<file path="src/rtl/wwdt_pkg.sv">
package wwdt_pkg;
   localparam int CNT_W = 14;
   localparam int PRE_W = 13;
   localparam logic [15:0] CTRL_MASK = 16'h33F3;

   function automatic logic [CNT_W-1:0] wwdt_reload(input logic [1:0] tops);
      case (tops)
         2'b00:   return CNT_W'(16'h03FF);
         2'b01:   return CNT_W'(16'h0FFF);
         2'b10:   return CNT_W'(16'h1FFF);
         default: return CNT_W'(16'h3FFF);
      endcase
   endfunction

   function automatic logic [PRE_W-1:0] wwdt_div_m1(input logic [3:0] cks);
      case (cks)
         4'b0100: return PRE_W'(3);
         4'b0101: return PRE_W'(255);
         4'b1000: return PRE_W'(8191);
         default: return PRE_W'(0);
      endcase
   endfunction
endpackage

</file>
<file path="src/rtl/wwdt_prescale.sv">
module wwdt_prescale #(
   parameter int PRE_W = wwdt_pkg::PRE_W
) (
   input  logic             clk,
   input  logic             rst_n,
   input  logic             clr,
   input  logic             en,
   input  logic [PRE_W-1:0] div_m1,
   output logic             tick
);
   logic [PRE_W-1:0] pre_q;

   always_ff @(posedge clk or negedge rst_n) begin
      if (!rst_n)          pre_q <= '0;
      else if (clr)        pre_q <= '0;
      else if (en) begin
         if (pre_q >= div_m1) pre_q <= '0;
         else                 pre_q <= pre_q + 1'b1;
      end
   end

   assign tick = en && (pre_q >= div_m1);

   // the phase counter never passes the selected ratio
   a_r3_pre_in_range: assert property (@(posedge clk) disable iff (!rst_n)
      en |-> pre_q <= div_m1);
endmodule

</file>
<file path="src/rtl/wwdt_window.sv">
module wwdt_window #(
   parameter int CNT_W = wwdt_pkg::CNT_W
) (
   input  logic [CNT_W-1:0] cnt,
   input  logic [CNT_W-1:0] reload,
   input  logic [1:0]       wst,
   input  logic [1:0]       wend,
   output logic             legal
);
   localparam int EW = CNT_W + 2;
   logic [EW-1:0] qtr, slim, elim, cnt_x;

   always_comb begin
      qtr   = ({2'b00, reload} + EW'(1)) >> 2;
      cnt_x = {2'b00, cnt};
      case (wst)
         2'd0:    slim = qtr;
         2'd1:    slim = qtr << 1;
         2'd2:    slim = qtr + (qtr << 1);
         default: slim = qtr << 2;
      endcase
      slim = slim - EW'(1);
      case (wend)
         2'd0:    elim = qtr + (qtr << 1);
         2'd1:    elim = qtr << 1;
         2'd2:    elim = qtr;
         default: elim = '0;
      endcase
      legal = (cnt_x <= slim) && (cnt_x >= elim);
   end
endmodule

</file>
<file path="src/rtl/wwdt_refresh_seq.sv">
module wwdt_refresh_seq (
   input  logic       clk,
   input  logic       rst_n,
   input  logic       wr_svc,
   input  logic [7:0] svc_byte,
   output logic       seq_done,
   output logic       stray
);
   logic armed_q;
   logic is_ff;

   assign is_ff    = (svc_byte == 8'hFF);
   assign seq_done = wr_svc && is_ff && armed_q;
   assign stray    = wr_svc && is_ff && !armed_q;

   always_ff @(posedge clk or negedge rst_n) begin
      if (!rst_n)      armed_q <= 1'b0;
      else if (wr_svc) armed_q <= (svc_byte == 8'h00);
   end

   // a completed sequence always disarms
   a_r2_disarm: assert property (@(posedge clk) disable iff (!rst_n)
      seq_done |=> !armed_q);
endmodule

</file>
<file path="src/rtl/win_watchdog.sv">
module win_watchdog #(
   parameter int ADDR_W   = 3,
   parameter int DATA_W   = 16,
   parameter bit SYNC_DBG = 1'b0
) (
   input  logic              clk,
   input  logic              rst_n,
   input  logic              bus_wr,
   input  logic [ADDR_W-1:0] bus_addr,
   input  logic [DATA_W-1:0] bus_wdata,
   output logic [DATA_W-1:0] bus_rdata,
   input  logic              cnt_tick,
   input  logic              dbg_halt,
   output logic              rst_req,
   output logic              irq
);
   import wwdt_pkg::*;

   localparam logic [ADDR_W-1:0] A_SVC  = ADDR_W'(0);
   localparam logic [ADDR_W-1:0] A_CTRL = ADDR_W'(1);
   localparam logic [ADDR_W-1:0] A_STAT = ADDR_W'(2);
   localparam logic [ADDR_W-1:0] A_RESP = ADDR_W'(3);
   localparam logic [ADDR_W-1:0] A_DBG  = ADDR_W'(4);

   if (DATA_W != 16) begin : g_bad_data
      $error("win_watchdog: DATA_W must be 16");
   end
   if (ADDR_W < 3) begin : g_bad_addr
      $error("win_watchdog: ADDR_W must be at least 3");
   end

   logic             dbg_s;
   if (SYNC_DBG) begin : g_dbg_sync
      logic [1:0] sync_q;
      always_ff @(posedge clk or negedge rst_n) begin
         if (!rst_n) sync_q <= '0;
         else        sync_q <= {sync_q[0], dbg_halt};
      end
      assign dbg_s = sync_q[1];
   end else begin : g_dbg_direct
      assign dbg_s = dbg_halt;
   end

   logic [15:0]      ctrl_q;
   logic             resp_q, dstop_q, run_q, uf_q, re_q;
   logic [CNT_W-1:0] cnt_q, reload;
   logic             wr_svc, wr_ctrl, wr_stat, wr_resp, wr_dbg;
   logic             seq_done, stray, legal, tick, frozen;
   logic             svc_ok, svc_bad, uf_evt;

   assign wr_svc  = bus_wr && (bus_addr == A_SVC);
   assign wr_ctrl = bus_wr && (bus_addr == A_CTRL);
   assign wr_stat = bus_wr && (bus_addr == A_STAT);
   assign wr_resp = bus_wr && (bus_addr == A_RESP);
   assign wr_dbg  = bus_wr && (bus_addr == A_DBG);

   assign reload = wwdt_reload(ctrl_q[1:0]);
   assign frozen = dstop_q || dbg_s;

   wwdt_refresh_seq i_seq (
      .clk(clk), .rst_n(rst_n), .wr_svc(wr_svc), .svc_byte(bus_wdata[7:0]),
      .seq_done(seq_done), .stray(stray)
   );

   wwdt_window #(.CNT_W(CNT_W)) i_win (
      .cnt(cnt_q), .reload(reload), .wst(ctrl_q[13:12]), .wend(ctrl_q[9:8]),
      .legal(legal)
   );

   assign svc_ok  = seq_done && (!run_q || legal);
   assign svc_bad = stray || (seq_done && run_q && !legal);

   wwdt_prescale #(.PRE_W(PRE_W)) i_pre (
      .clk(clk), .rst_n(rst_n), .clr(svc_ok),
      .en(run_q && cnt_tick && !frozen),
      .div_m1(wwdt_div_m1(ctrl_q[7:4])), .tick(tick)
   );

   assign uf_evt = tick && (cnt_q == '0) && !svc_ok;

   always_ff @(posedge clk or negedge rst_n) begin
      if (!rst_n) begin
         ctrl_q  <= '0;
         resp_q  <= 1'b0;
         dstop_q <= 1'b0;
         run_q   <= 1'b0;
         cnt_q   <= '0;
         uf_q    <= 1'b0;
         re_q    <= 1'b0;
      end else begin
         if (wr_ctrl && !run_q) ctrl_q <= bus_wdata & CTRL_MASK;
         if (wr_resp)           resp_q <= bus_wdata[7];
         if (wr_dbg)            dstop_q <= bus_wdata[0];
         if (svc_ok)            run_q <= 1'b1;
         if (svc_ok)            cnt_q <= reload;
         else if (tick)         cnt_q <= (cnt_q == '0) ? reload : cnt_q - 1'b1;
         uf_q <= uf_evt  || (uf_q && (!wr_stat || bus_wdata[14]));
         re_q <= svc_bad || (re_q && (!wr_stat || bus_wdata[15]));
      end
   end

   always_comb begin
      case (bus_addr)
         A_CTRL:  bus_rdata = ctrl_q;
         A_STAT:  bus_rdata = {re_q, uf_q, cnt_q};
         A_RESP:  bus_rdata = {8'h00, resp_q, 7'h00};
         A_DBG:   bus_rdata = {15'h0000, dstop_q};
         default: bus_rdata = '0;
      endcase
   end

   assign rst_req = resp_q  && (uf_q || re_q);
   assign irq     = !resp_q && (uf_q || re_q);

   // idle counter stays at zero until started
   a_r1_idle_zero: assert property (@(posedge clk) disable iff (!rst_n)
      !run_q |-> cnt_q == '0);
   // a tick at zero raises the underflow flag and reloads
   a_r7_underflow: assert property (@(posedge clk) disable iff (!rst_n)
      (tick && cnt_q == '0 && !svc_ok) |=> (uf_q && cnt_q == $past(reload)));
   // an out-of-window sequence leaves the count alone and flags
   a_r5_no_reload: assert property (@(posedge clk) disable iff (!rst_n)
      (seq_done && run_q && !legal && !tick) |=> ($stable(cnt_q) && re_q));
   // frozen counter holds unless serviced
   a_r10_freeze: assert property (@(posedge clk) disable iff (!rst_n)
      (run_q && frozen && !svc_ok) |=> $stable(cnt_q));
   // control locked while running
   a_r11_lock: assert property (@(posedge clk) disable iff (!rst_n)
      run_q |=> $stable(ctrl_q));
   // outputs mutually exclusive
   a_r8_exclusive: assert property (@(posedge clk) disable iff (!rst_n)
      !(rst_req && irq));
endmodule

</file>
<file path="config.mk">
export PLATFORM = sky130hd
export DESIGN_NAME = win_watchdog
export DESIGN_NICKNAME = d
export VERILOG_FILES = /design/src/rtl/wwdt_pkg.sv /design/src/rtl/wwdt_prescale.sv /design/src/rtl/wwdt_window.sv /design/src/rtl/wwdt_refresh_seq.sv /design/src/rtl/win_watchdog.sv
export SDC_FILE = /design/constraint.sdc
export NUM_CORES = 1
export LEC_CHECK = 0
export ABC_AREA = 1
export BUFFER_PORTS_ARGS = -buffer_cell sky130_fd_sc_hd__buf_2
export CORE_ASPECT_RATIO = 1.4
export CORE_MARGIN = 3
export CORE_UTILIZATION = 40
export DETAILED_ROUTE_END_ITERATION = 12
export HOLD_SLACK_MARGIN = 0.08
export PLACE_DENSITY = 0.67
export RECOVER_POWER = 25
export SYNTH_ARGS = -nofsm -noshare
export SYNTH_HDL_FRONTEND = slang
export SYNTH_SLANG_ARGS = --single-unit
</file>
<file path="constraint.sdc">
create_clock -name clk -period 2.75 [get_ports clk]
set_input_delay 0.55 -clock clk [delete_from_list [all_inputs] [get_ports clk]]
set_output_delay 0.55 -clock clk [all_outputs]
set_load 0.01 [all_outputs]
</file>
After elaboration in Yosys (flattened, before gate mapping)
Cells that the tools add are included.
W data, S select, Z words.
{"block": "word_totals", "in_bits": 24, "output_inout_bits": 18, "register_bits": 43, "wordCells": 87}
{"block": "classes", "order_cmp": 3, "reduce_logical": 45, "n_addsub": 5, "n_mux": 11, "eq_ne": 14}
{"operator": "$pmux W16 S3", "n": 2}
{"operator": "$pmux W16 S4", "n": 1}
{"operator": "$mux W14", "n": 3}
{"operator": "$pmux W14 S3", "n": 1}
{"operator": "$mux W13", "n": 3}
{"operator": "$pmux W13 S3", "n": 1}
{"operator": "$logic_and A1 B1 Y1", "n": 22}
{"operator": "$add A14 B15 Y16", "n": 1}
{"operator": "$ge A14 B16 Y1", "n": 1}
{"operator": "$le A14 B16 Y1", "n": 1}
{"operator": "$sub A16 B1 Y16 const B", "n": 1}
{"operator": "$add A14 B1 Y15 const B", "n": 1}
{"operator": "$logic_not A14 Y1", "n": 1}
{"operator": "$sub A14 B1 Y14 const B", "n": 1}
{"operator": "$add A13 B1 Y13 const B", "n": 1}
{"operator": "$ge A13 B13 Y1", "n": 1}
{"operator": "$eq A4 B3 Y1 const B", "n": 2}
{"operator": "$eq A8 B8 Y1 const B", "n": 1}
{"operator": "$logic_not A8 Y1", "n": 1}
{"operator": "$logic_or A1 B1 Y1", "n": 8}
{"operator": "$logic_not A1 Y1", "n": 7}
{"operator": "$eq A2 B1 Y1 const B", "n": 3}
{"operator": "$eq A2 B2 Y1 const B", "n": 3}
{"operator": "$eq A3 B2 Y1 const B", "n": 2}
{"operator": "other kinds (6)", "n": 9}

Depth between registers and ports, before layout
Gate-level depths: netlist (run 1).
{"block": "depth", "word_depth": 13, "depth_mapped": 25, "ltp_nobuf": 23}

Modules after synthesis
A second synthesis (run 1) with hierarchy kept.
{"block": "hier_totals", "cells_unflattened": 933, "hier_area_um2": 5845.6}
{"mod": "wwdt_window", "cells_per_inst": 492, "area_each_um2": 2696.3, "seq_area_each_um2": 0.0, "n_inst": 1}
{"mod": "win_watchdog", "cells_per_inst": 242, "area_each_um2": 1805.5, "seq_area_each_um2": 725.7, "n_inst": 1}
{"mod": "wwdt_prescale", "cells_per_inst": 177, "area_each_um2": 1227.4, "seq_area_each_um2": 325.3, "n_inst": 1}
{"mod": "wwdt_refresh_seq", "cells_per_inst": 22, "area_each_um2": 116.4, "seq_area_each_um2": 25.0, "n_inst": 1}

Worst setup path before layout (run 1)
No wires, ideal clock.
{"block": "synth_path", "path_type": "reg-to-reg", "from": "reg ctrl_q[0]", "to": "reg cnt_q[4]", "path_stages_with_launch": 24, "path_slack_ps": -187, "period_less_slack_ps": 2937, "path_buffers": 1, "t_required_ps": 2629, "t_arrival_ps": 2816, "setup_time_ps": 121, "cell_sequence": "dfrtp_1 > inv_1 > ha_1 > inv_1 > nor3_1 > inv_1 > ha_1 > nand3_2 > nor2_4 > xor2_1 > ha_1 > nand2_1 > inv_1 > nand4_1 > nor2_1 > a21oi_1 > nand3_2 > nand2_2 > nand2_4 > nand2_4 > buf_12 > inv_2 > a21oi_1 > nand2_1"}
{"block": "synth_via", "elab_chain_len": 11, "word_cells_on_any_way": 16, "cone_classes": "add/sub (3); order compare (2); eq/ne (2); mux (4); reduce/logical (5)"}
{"element": "from (decl)", "line": "win_watchdog.sv:44", "rtl": "logic [15:0] ctrl_q;"}
{"element": "from (signal assigned)", "line": "win_watchdog.sv:91", "rtl": "if (wr_ctrl && !run_q) ctrl_q <= bus_wdata & CTRL_MASK;"}
{"element": "$eq A2 B2 Y1 (tied with other cells)", "line": "wwdt_pkg.sv:7", "rtl": "case (tops)"}
{"element": "$pmux W14 S3 (*)", "line": "wwdt_pkg.sv:7"}
{"element": "$add A14 B1 Y15 (*)", "line": "wwdt_window.sv:14", "rtl": "qtr = ({2'b00, reload} + EW'(1)) >> 2;"}
{"element": "$add A14 B15 Y16", "line": "wwdt_window.sv:19, wwdt_window.sv:24"}
{"element": "$pmux W16 S3", "line": "wwdt_window.sv:16", "rtl": "case (wst)"}
{"element": "$sub A16 B1 Y16", "line": "wwdt_window.sv:22", "rtl": "slim = slim - EW'(1);"}
{"element": "$le A14 B16 Y1", "line": "wwdt_window.sv:29", "rtl": "legal = (cnt_x <= slim) && (cnt_x >= elim);"}
{"element": "$logic_and A1 B1 Y1 (*)", "line": "wwdt_window.sv:29"}
{"element": "$logic_or A1 B1 Y1 (*)", "line": "win_watchdog.sv:70", "rtl": "assign svc_ok = seq_done && (!run_q || legal);"}
{"element": "$logic_and A1 B1 Y1 (*)", "line": "win_watchdog.sv:70"}
{"element": "$mux W14 / $reduce_bool A2 Y1 (equally long branches)"}
{"element": "to (signal assigned)", "line": "win_watchdog.sv:95", "rtl": "if (svc_ok) cnt_q <= reload;"}
{"element": "to (signal assigned)", "line": "win_watchdog.sv:96", "rtl": "else if (tick) cnt_q <= (cnt_q == '0) ? reload : cnt_q - 1'b1;"}
{"element": "to (decl)", "line": "win_watchdog.sv:46", "rtl": "logic [CNT_W-1:0] cnt_q, reload;"}
Every way passes the cells marked *; elsewhere a longest branch is shown, timed or not.
A chain may end at the register's enable or synchronous reset.

Worst setup path after layout (run 1)
{"block": "layout_path", "from": "reg ctrl_q[0]", "to": "reg re_q"}
{"block": "layout_via", "elab_chain_len": 12, "word_cells_on_any_way": 16, "cone_classes": "add/sub (3); order compare (2); eq/ne (2); mux (3); reduce/logical (6)"}
{"element": "$eq A2 B2 Y1 (tied with other cells)", "line": "wwdt_pkg.sv:7"}
{"element": "$pmux W14 S3 (*)", "line": "wwdt_pkg.sv:7"}
{"element": "$add A14 B1 Y15 (*)", "line": "wwdt_window.sv:14"}
{"element": "$add A14 B15 Y16", "line": "wwdt_window.sv:19, wwdt_window.sv:24"}
{"element": "$pmux W16 S3", "line": "wwdt_window.sv:16"}
{"element": "$sub A16 B1 Y16", "line": "wwdt_window.sv:22"}
{"element": "$le A14 B16 Y1", "line": "wwdt_window.sv:29"}
{"element": "$logic_and A1 B1 Y1 (*)", "line": "wwdt_window.sv:29"}
{"element": "$logic_not A1 Y1 (*)", "line": "win_watchdog.sv:71", "rtl": "assign svc_bad = stray || (seq_done && run_q && !legal);"}
{"element": "$logic_and A1 B1 Y1 (*)", "line": "win_watchdog.sv:71"}
{"element": "$logic_or A1 B1 Y1 (*)", "line": "win_watchdog.sv:71"}
{"element": "$logic_or A1 B1 Y1 (*)", "line": "win_watchdog.sv:98", "rtl": "re_q <= svc_bad || (re_q && (!wr_stat || bus_wdata[15]));"}
{"element": "to (signal assigned)", "line": "win_watchdog.sv:98"}
{"element": "to (decl)", "line": "win_watchdog.sv:45", "rtl": "logic resp_q, dstop_q, run_q, uf_q, re_q;"}
Marked as above.

==> results of run 1 <==
## routing by layer
| metal | track usage | vias up | part of all wire |
|---|---|---|---|
| li1 | - | 1829 | - |
| met1 | 0.218 | 1750 | 0.39 |
| met2 | 0.372 | 64 | 0.57 |
| met3 | 0.0206 | 8 | 0.027 |
| met4 | 0.0499 | 0 | 0.010 |
| met5 | 0 | - | 0 |
## registers in the layout, indices dropped and copies added (netlist names)
| name | count |
|---|---|
| uf_q | 1 |
| i_pre.pre_q | 13 |
| run_q | 1 |
| re_q | 1 |
| i_seq.armed_q | 1 |
| dstop_q | 1 |
| cnt_q | 14 |
| resp_q | 1 |
| ctrl_q | 10 |
## report_power, final
part / total, mW / internal, mW / leakage, nW / switching [mW]
sequential: 0.923 / 0.742 / 0.550 / 0.182
combinational: 1.08 / 0.450 / 1.65 / 0.634
clock: 0.657 / 0.424 / 0.0769 / 0.233
## cell type report
type | count | share of cell area
multi-input combinational | 373 | 0.512
inverter | 74 | 0.0629
sequential | 43 | 0.233
clock inverter | 1 | 0.00650
clock buffer | 6 | 0.0279
tap | 105 | 0.0284
timing repair buffer | 90 | 0.129
## metrics by stage
step | util | total power [mW] | TNS [ps] | cells
finish | 0.527 | 2.66 | -2130 | 692
global placement | 0.481 | 1.86 | -3960 | 672
global route | 0.527 | 2.85 | -8340 | 692
CTS | 0.511 | 2.63 | -3360 | 684
floorplan | - | 1.60 | 0 | 501
detailed placement | 0.481 | 1.90 | -5580 | 672
## kinds of logic (layout without fill, tap and decap cells)
| kind of cell | count (synthesis) | in the layout |
|---|---|---|
| xor gates and xnor gates | 18 | 18 |
| and+or+nand+nor | 244 | 244 |
| AOI/OAI and AO/OA | 77 | 77 |
| buffers and inverters | 85 | 171 |
| adders and majority gates | 34 | 34 |
| DFF | 43 | 43 |
## worst paths after layout
| check | cells after the start | start | slack, ps | to |
|---|---|---|---|---|
| hold / removal | 1 | rst_n | 480 | i_pre.pre_q[12] |
| setup / recovery | 21 | ctrl_q[0] | -170 | re_q |
| hold reg to reg | 2 | ctrl_q[7] | 510 | ctrl_q[7] |
| max in group asynchronous | 1 | rst_n | 1510 | ctrl_q[1] |
| setup reg to reg | 21 | ctrl_q[0] | -170 | re_q |
| min in group clk | 2 | ctrl_q[7] | 510 | ctrl_q[7] |
## timing repair
action,in CTS,in global routing
resized for setup,17,25
setup endpoints to repair,30,30
pin swaps,15,16
setup buffers,5,8
## cells in the mapped netlist (2+ instances only)
library cell and number:
o31ai_1 2, o22ai_1 7, ha_1 34, nor2_2 3
inv_2 4, nand3_2 11, o21ai_1 5, inv_1 69
nand3b_1 3, buf_2 2, nor2_4 2, a21o_1 2
buf_6 3, dfrtp_1 43, nor3_2 9, buf_12 2
nand4_1 13, nand2_4 4, a31oi_1 2, nand2_1 102
nor4_1 2, o221ai_1 2, a21oi_1 29, clkbuf_1 3
o21ai_0 27, nor2_1 52, nand2_2 2, nand3_1 27
xor2_1 18, nor3_1 9
==> flow_summary_export.csv, run 1 <==
group,metric,value,unit
status,status,"finished with violations",
status,violations,"setup timing",
clock_network,h-tree-depth,2,
logic_synthesis,synth_top_family_by_area,"simple AND/OR/NAND/NOR gates",
die,start_util,0.421,
placement,hpwl,7610,um
die,coreArea,8760,um2
finish,fill_cells,842,
logic_synthesis,synth.avg_cell_area,7.35,um2
clock_network,hold_buffers,0,
critical_path,worstPathCellList,"inv_2, ha_4, buf_6, nand3b_1, ha_4, nand3_4, nor2_4, xor2_1, ha_1, nand2_1, inv_2, nand4_1, nor2_2, a21oi_2, nand3_2, nand2_4, buf_4, buf_4, buf_4, a21oi_2, o21ai_1",
sta,whs,484,ps
logic_synthesis,ys_seq_area_frac,0.292,
placement,dp_slack,-267,ps
clock_network,cts_buffer_depth,2,
logic_synthesis,synth_edf_count,0,
clock_network,cts_tree,"built",
detailed_routing,drtIter0Drc,208,
grt,grt-ovfl-total,0,
sta,fin_crit_sh,1.06,
sta,rsz0062_at_grt,"true",
sta,setup_viol,29,
grt,antenna_found_initial,0,
critical_path,required,2910,ps
logic_synthesis,ys_seq_elements,43,
clock_network,root_buffer,"clkbuf_16",
detailed_routing,wl,9780,um
logic_synthesis,synth-main-ff-cell,"dfrtp_1",
job,maxCapViolCount,0,
sta,slew_violations,0,
logic_synthesis,synthesis.instances,501,
grt,grt_pass1_wl,16500,um
finish,multiInputGateArea,2370,um2
finish,final_cell_mix,"nand2_1, inv_1, nor2_1, buf_4, dfrtp_1",
detailed_routing,drc,0,
logic_synthesis,syn-cell-area,3680,um2
power,peakVddDrop,384,uV
detailed_routing,vias_per_cell,5.28,
logic_synthesis,synthDistinctLibCells,38,
logic_synthesis,yosys_warnings,0,
logic_synthesis,synth_compound_area_frac,0.113,
logic_synthesis,synth_top_area_share,0.292,
critical_path,crit_family,"simple AND/OR/NAND/NOR gates",
critical_path,critPathCaptureType,"flip-flop",
critical_path,critical_path_class,"reg -> reg",
min_path,worstHoldPathType,"in -> async",
die,die_height,120,um
critical_path,cp_num_buf_inv,6,
finish,final_common_cell,"nand2_1",
logic_synthesis,synthXorXnorAreaFrac,0.0428,
finish,drive_gt1_frac,0.271,
logic_synthesis,synthArstFlopShare,1.00,
clock_network,clk_latency,280,ps
sta,setup_ws,-172,ps
finish,syn_to_final_growth,25.4,%
logic_synthesis,synthSimpleGateAreaFrac,0.333,
sta,period_minus_slack,2920,ps
detailed_routing,drt_pass1_iterations,4,
finish,nets,645,
logic_synthesis,synthMuxAreaShare,0,
grt,grt_pass1_vias,3684,
critical_path,slowest_stage,"dfrtp_1",
logic_synthesis,synth.area.top_cells,"dfrtp_1, ha_1, nand2_1, inv_1, nor2_1",
placement,gp_congestion,0.869,
logic_synthesis,synth_nets,559,
die,dieWidth,87.1,um
power,power_density,577,nW/um2
sta,fmax,342,MHz
die,rows,40,
detailed_routing,drtAntennaViolNets,0,
finish,fin_area,4620,um2
logic_synthesis,yosys.area.top_type,"dfrtp_1",
placement,dpl_cell_area,4210,um2
critical_path,slowest_delay,420,ps
critical_path,crit_path_max_fanout,4,
power,p_leak,2.28,nW
die,dieArea,10400,um2
critical_path,start_kind,"flip-flop",
sta,finClkSkew,4.00,ps
die,ios,42,
critical_path,critPathArrivalTime,3080,ps
clock_network,clock-sinks,43,
detailed_routing,num_vias,3651,
grt,grt_usage,0.193,
sta,worst_slew_pin_slew,1130,ps
sta,finalHoldViolCount,0,
logic_synthesis,synth_fa_ha_area_frac,0.115,
sta,relSlewSlack,0.244,
placement,io_buffers,39,
clock_network,clk_pin_slew_worst_paths,60,ps
detailed_routing,wire_per_inst,14.1,um
clock_network,numCtsBuffers,5,
finish,seqCellArea,1080,um2
critical_path,cpMostUsedCell,"buf_4",
finish,diodes,0,
grt,grt_max_degree,44,
No activity file was read; power rests on OpenSTA's default activity.
==> run 2, diff against run 1 <==
Settings changed: PLACE_DENSITY 0.67 to 0.66, SYNTH_HIERARCHICAL set to 1.
==> flow_summary_export.csv, run 2 <==
group,metric,value,unit
status,status,"finished with violations",
status,violations,"setup timing",
logic_synthesis,yosys.area.top_type,"dfrtp_1",
grt,grt_use_met1,0.254,
detailed_routing,wire_per_inst,13.4,um
detailed_routing,num_vias,6447,
min_path,min_to,"ctrl_q[9]",
grt,grt_pass1_wl,29300,um
clock_network,cts_buffer_depth,2,
die,dieWidth,108,um
grt,grt_usage,0.225,
detailed_routing,drtAntennaViolNets,0,
critical_path,required,2980,ps
clock_network,h-tree-depth,2,
power,totalPowerFinal,2.65,mW
logic_synthesis,synth.area.top_cells,"dfrtp_1, nand2_1, ha_1, inv_1, nand3_1",
critical_path,start_kind,"flip-flop",
critical_path,crit_path_max_fanout,6,
critical_path,slowest_stage,"dfrtp_1",
power,p_leak,4.32,nW
finish,fill_cells,1370,
sta,relSlewSlack,0.255,
finish,final_common_cell,"nand2_1",
finish,diodes,0,
clock_network,clock-sinks,43,
logic_synthesis,synth_edf_count,0,
grt,antenna_found_initial,0,
logic_synthesis,synth-main-ff-cell,"dfrtp_1",
detailed_routing,drc,0,
logic_synthesis,ys_seq_area_frac,0.184,
detailed_routing,drt_pass1_iterations,4,
finish,drive_gt1_frac,0.291,
finish,final_cell_mix,"nand2_1, inv_1, buf_4, nor2_1, nand3_1",
finish,largest_register,"cnt_q",
detailed_routing,drtIter0Drc,233,
grt,grt_pass1_vias,6436,
sta,fmax,232,MHz
min_path,min_path_cells,2,
sta,setup_ws,-1570,ps
grt,grt-ovfl-total,0,
detailed_routing,wl,17600,um
sta,whs,486,ps
logic_synthesis,synth_top_area_share,0.184,
critical_path,slowest_delay,360,ps
die,dieArea,16100,um2
critical_path,rr_startpoint,"ctrl_q[0]",
job,maxCapViolCount,0,
sta,slew_violations,0,
finish,nets,1205,
power,power_density,340,nW/um2
logic_synthesis,ys_seq_elements,43,
critical_path,r2r_setup_slack,-1570,ps
critical_path,reg2reg_depth,34,
sta,worst_slew_pin_slew,1120,ps
sta,finalHoldViolCount,0,
logic_synthesis,yosys_warnings,6,
clock_network,clk_latency,290,ps
finish,largestRegisters,"cnt_q: 14 flops, i_pre/pre_q: 13 flops, ctrl_q: 10 flops",
detailed_routing,vias_per_cell,4.91,
placement,gp_congestion,0.886,
clock_network,clk_pin_slew_worst_paths,60,ps
clock_network,root_buffer,"clkbuf_16",
finish,final_cells,1314,
die,coreArea,14100,um2
placement,place_inst,1276,
critical_path,critPathCaptureType,"flip-flop",
logic_synthesis,synthDistinctLibCells,53,
sta,setup_tns,-44300,ps
logic_synthesis,synth.avg_cell_area,6.27,um2
sta,period_minus_slack,4320,ps
die,rows,51,
sta,setup_viol,30,
critical_path,critPathArrivalTime,4550,ps
min_path,hold_path_startpoint,"bus_wdata[9]",
critical_path,critical_path_class,"reg -> reg",
logic_synthesis,yosysMostFrequentCell,"nand2_1",
min_path,worstHoldPathType,"in -> reg",
die,die_height,149,um
clock_network,numCtsBuffers,5,
sta,rsz0062_at_grt,"true",
finish,syn_to_final_growth,33.4,%
sta,fin_crit_sh,1.57,
grt,grt_max_degree,44,
power,peakVddDrop,467,uV
sta,finClkSkew,5.69,ps
critical_path,r2r_end,"cnt_q[7]",
grt,met3_usage,0.0160,
grt,grt_use_met2,0.420,
die,start_util,0.415,
placement,io_buffers,39,
logic_synthesis,synth_common_cells,"nand2_1, inv_1, nor2_1",
finish,largest_reg_flops,14,
logic_synthesis,synthArstFlopShare,1.00,
clock_network,cts_tree,"built",
placement,hpwl,13900,um
grt,top_usage_layer,"met2",
logic_synthesis,synthesis.instances,933,
die,ios,42,
logic_synthesis,syn-cell-area,5850,um2
==> run 2: cell types whose count changed after synthesis, moves of 13 or more <==
cell / change
nor2_2: +13
nand3_1: +56
nor2_1: +36
ha_1: +18
nand2_1: +167
nand2_2: +18
inv_1: +64
==> run 2: cell families after synthesis <==
logic type      synth area share
compound gates             0.124
xor+xnor                  0.0300
fa+ha+maj                  0.115
buf+inv                    0.110
flops                      0.184
mux                       0.0103
other cells             0.000642
simple gates               0.426
==> run 2: metrics by stage <==
step | worst slack (ps) | area, um2 | utilization
global route | -1830 | 7800 | 0.553
global placement | -1590 | 7140 | 0.506
finish | -1570 | 7800 | 0.553
CTS | -1290 | 7600 | 0.539
floorplan | -1010 | 6050 | -
detailed placement | -1650 | 7140 | 0.506
==> run 2: worst max-delay path, delay by kind of cell (launching register included) <==
| family | cells | cell delay (ps) |
|---|---|---|
| simple gates | 21 | 2170 |
| fa+ha+maj | 2 | 580 |
| buf+inv | 6 | 530 |
| compound gates | 4 | 430 |
| flops | 1 | 360 |
| xor+xnor | 1 | 160 |
==> run 2: layer usage <==
layer | wire (um) | share of wire | vias up
met5 | 0 | 0 | -
met4 | 890 | 0.051 | 0
met3 | 514 | 0.029 | 60
met2 | 9160 | 0.52 | 153
met1 | 7030 | 0.40 | 2868
li1 | - | - | 3366
==> run 2: layout make-up <==
class | instances | area, um2 | area share
multi-input combinational | 758 | 4550 | 0.583
timing repair buffer | 165 | 1210 | 0.155
sequential | 43 | 1080 | 0.138
inverter | 155 | 592 | 0.0759
tap | 185 | 231 | 0.0297
clock buffer | 6 | 129 | 0.0165
clock inverter | 2 | 12.5 | 0.00160
==> run 2: repair_timing <==
item | in CTS | in global routing
gates cloned | 0 | 1
hold buffers | 0 | 0
endpoints found under the setup margin | 30 | 30
gates resized for setup | 40 | 27
hold endpoints to repair | 0 | 0
setup buffers | 21 | 8
pin swaps | 34 | 27
==> run 2: power by group <==
part	internal (mW)	total, mW	switching (mW)
Clock	0.336	0.592	0.257
Sequential	0.716	0.834	0.119
Combinational	0.489	1.23	0.739
Total	1.54	2.65	1.11
==> run 2: how the worst max path moves through the flow <==
| stage | start | end | slack [ps] | cells after the start |
|---|---|---|---|---|
| floorplan | ctrl_q[1] | cnt_q[4] | -1010 | 34 |
| global placement | ctrl_q[1] | cnt_q[4] | -1590 | 34 |
| detailed placement | ctrl_q[1] | cnt_q[4] | -1650 | 34 |
| CTS | ctrl_q[0] | cnt_q[7] | -1290 | 34 |
| global route | ctrl_q[0] | cnt_q[7] | -1830 | 34 |
| finish | ctrl_q[0] | cnt_q[7] | -1570 | 34 |
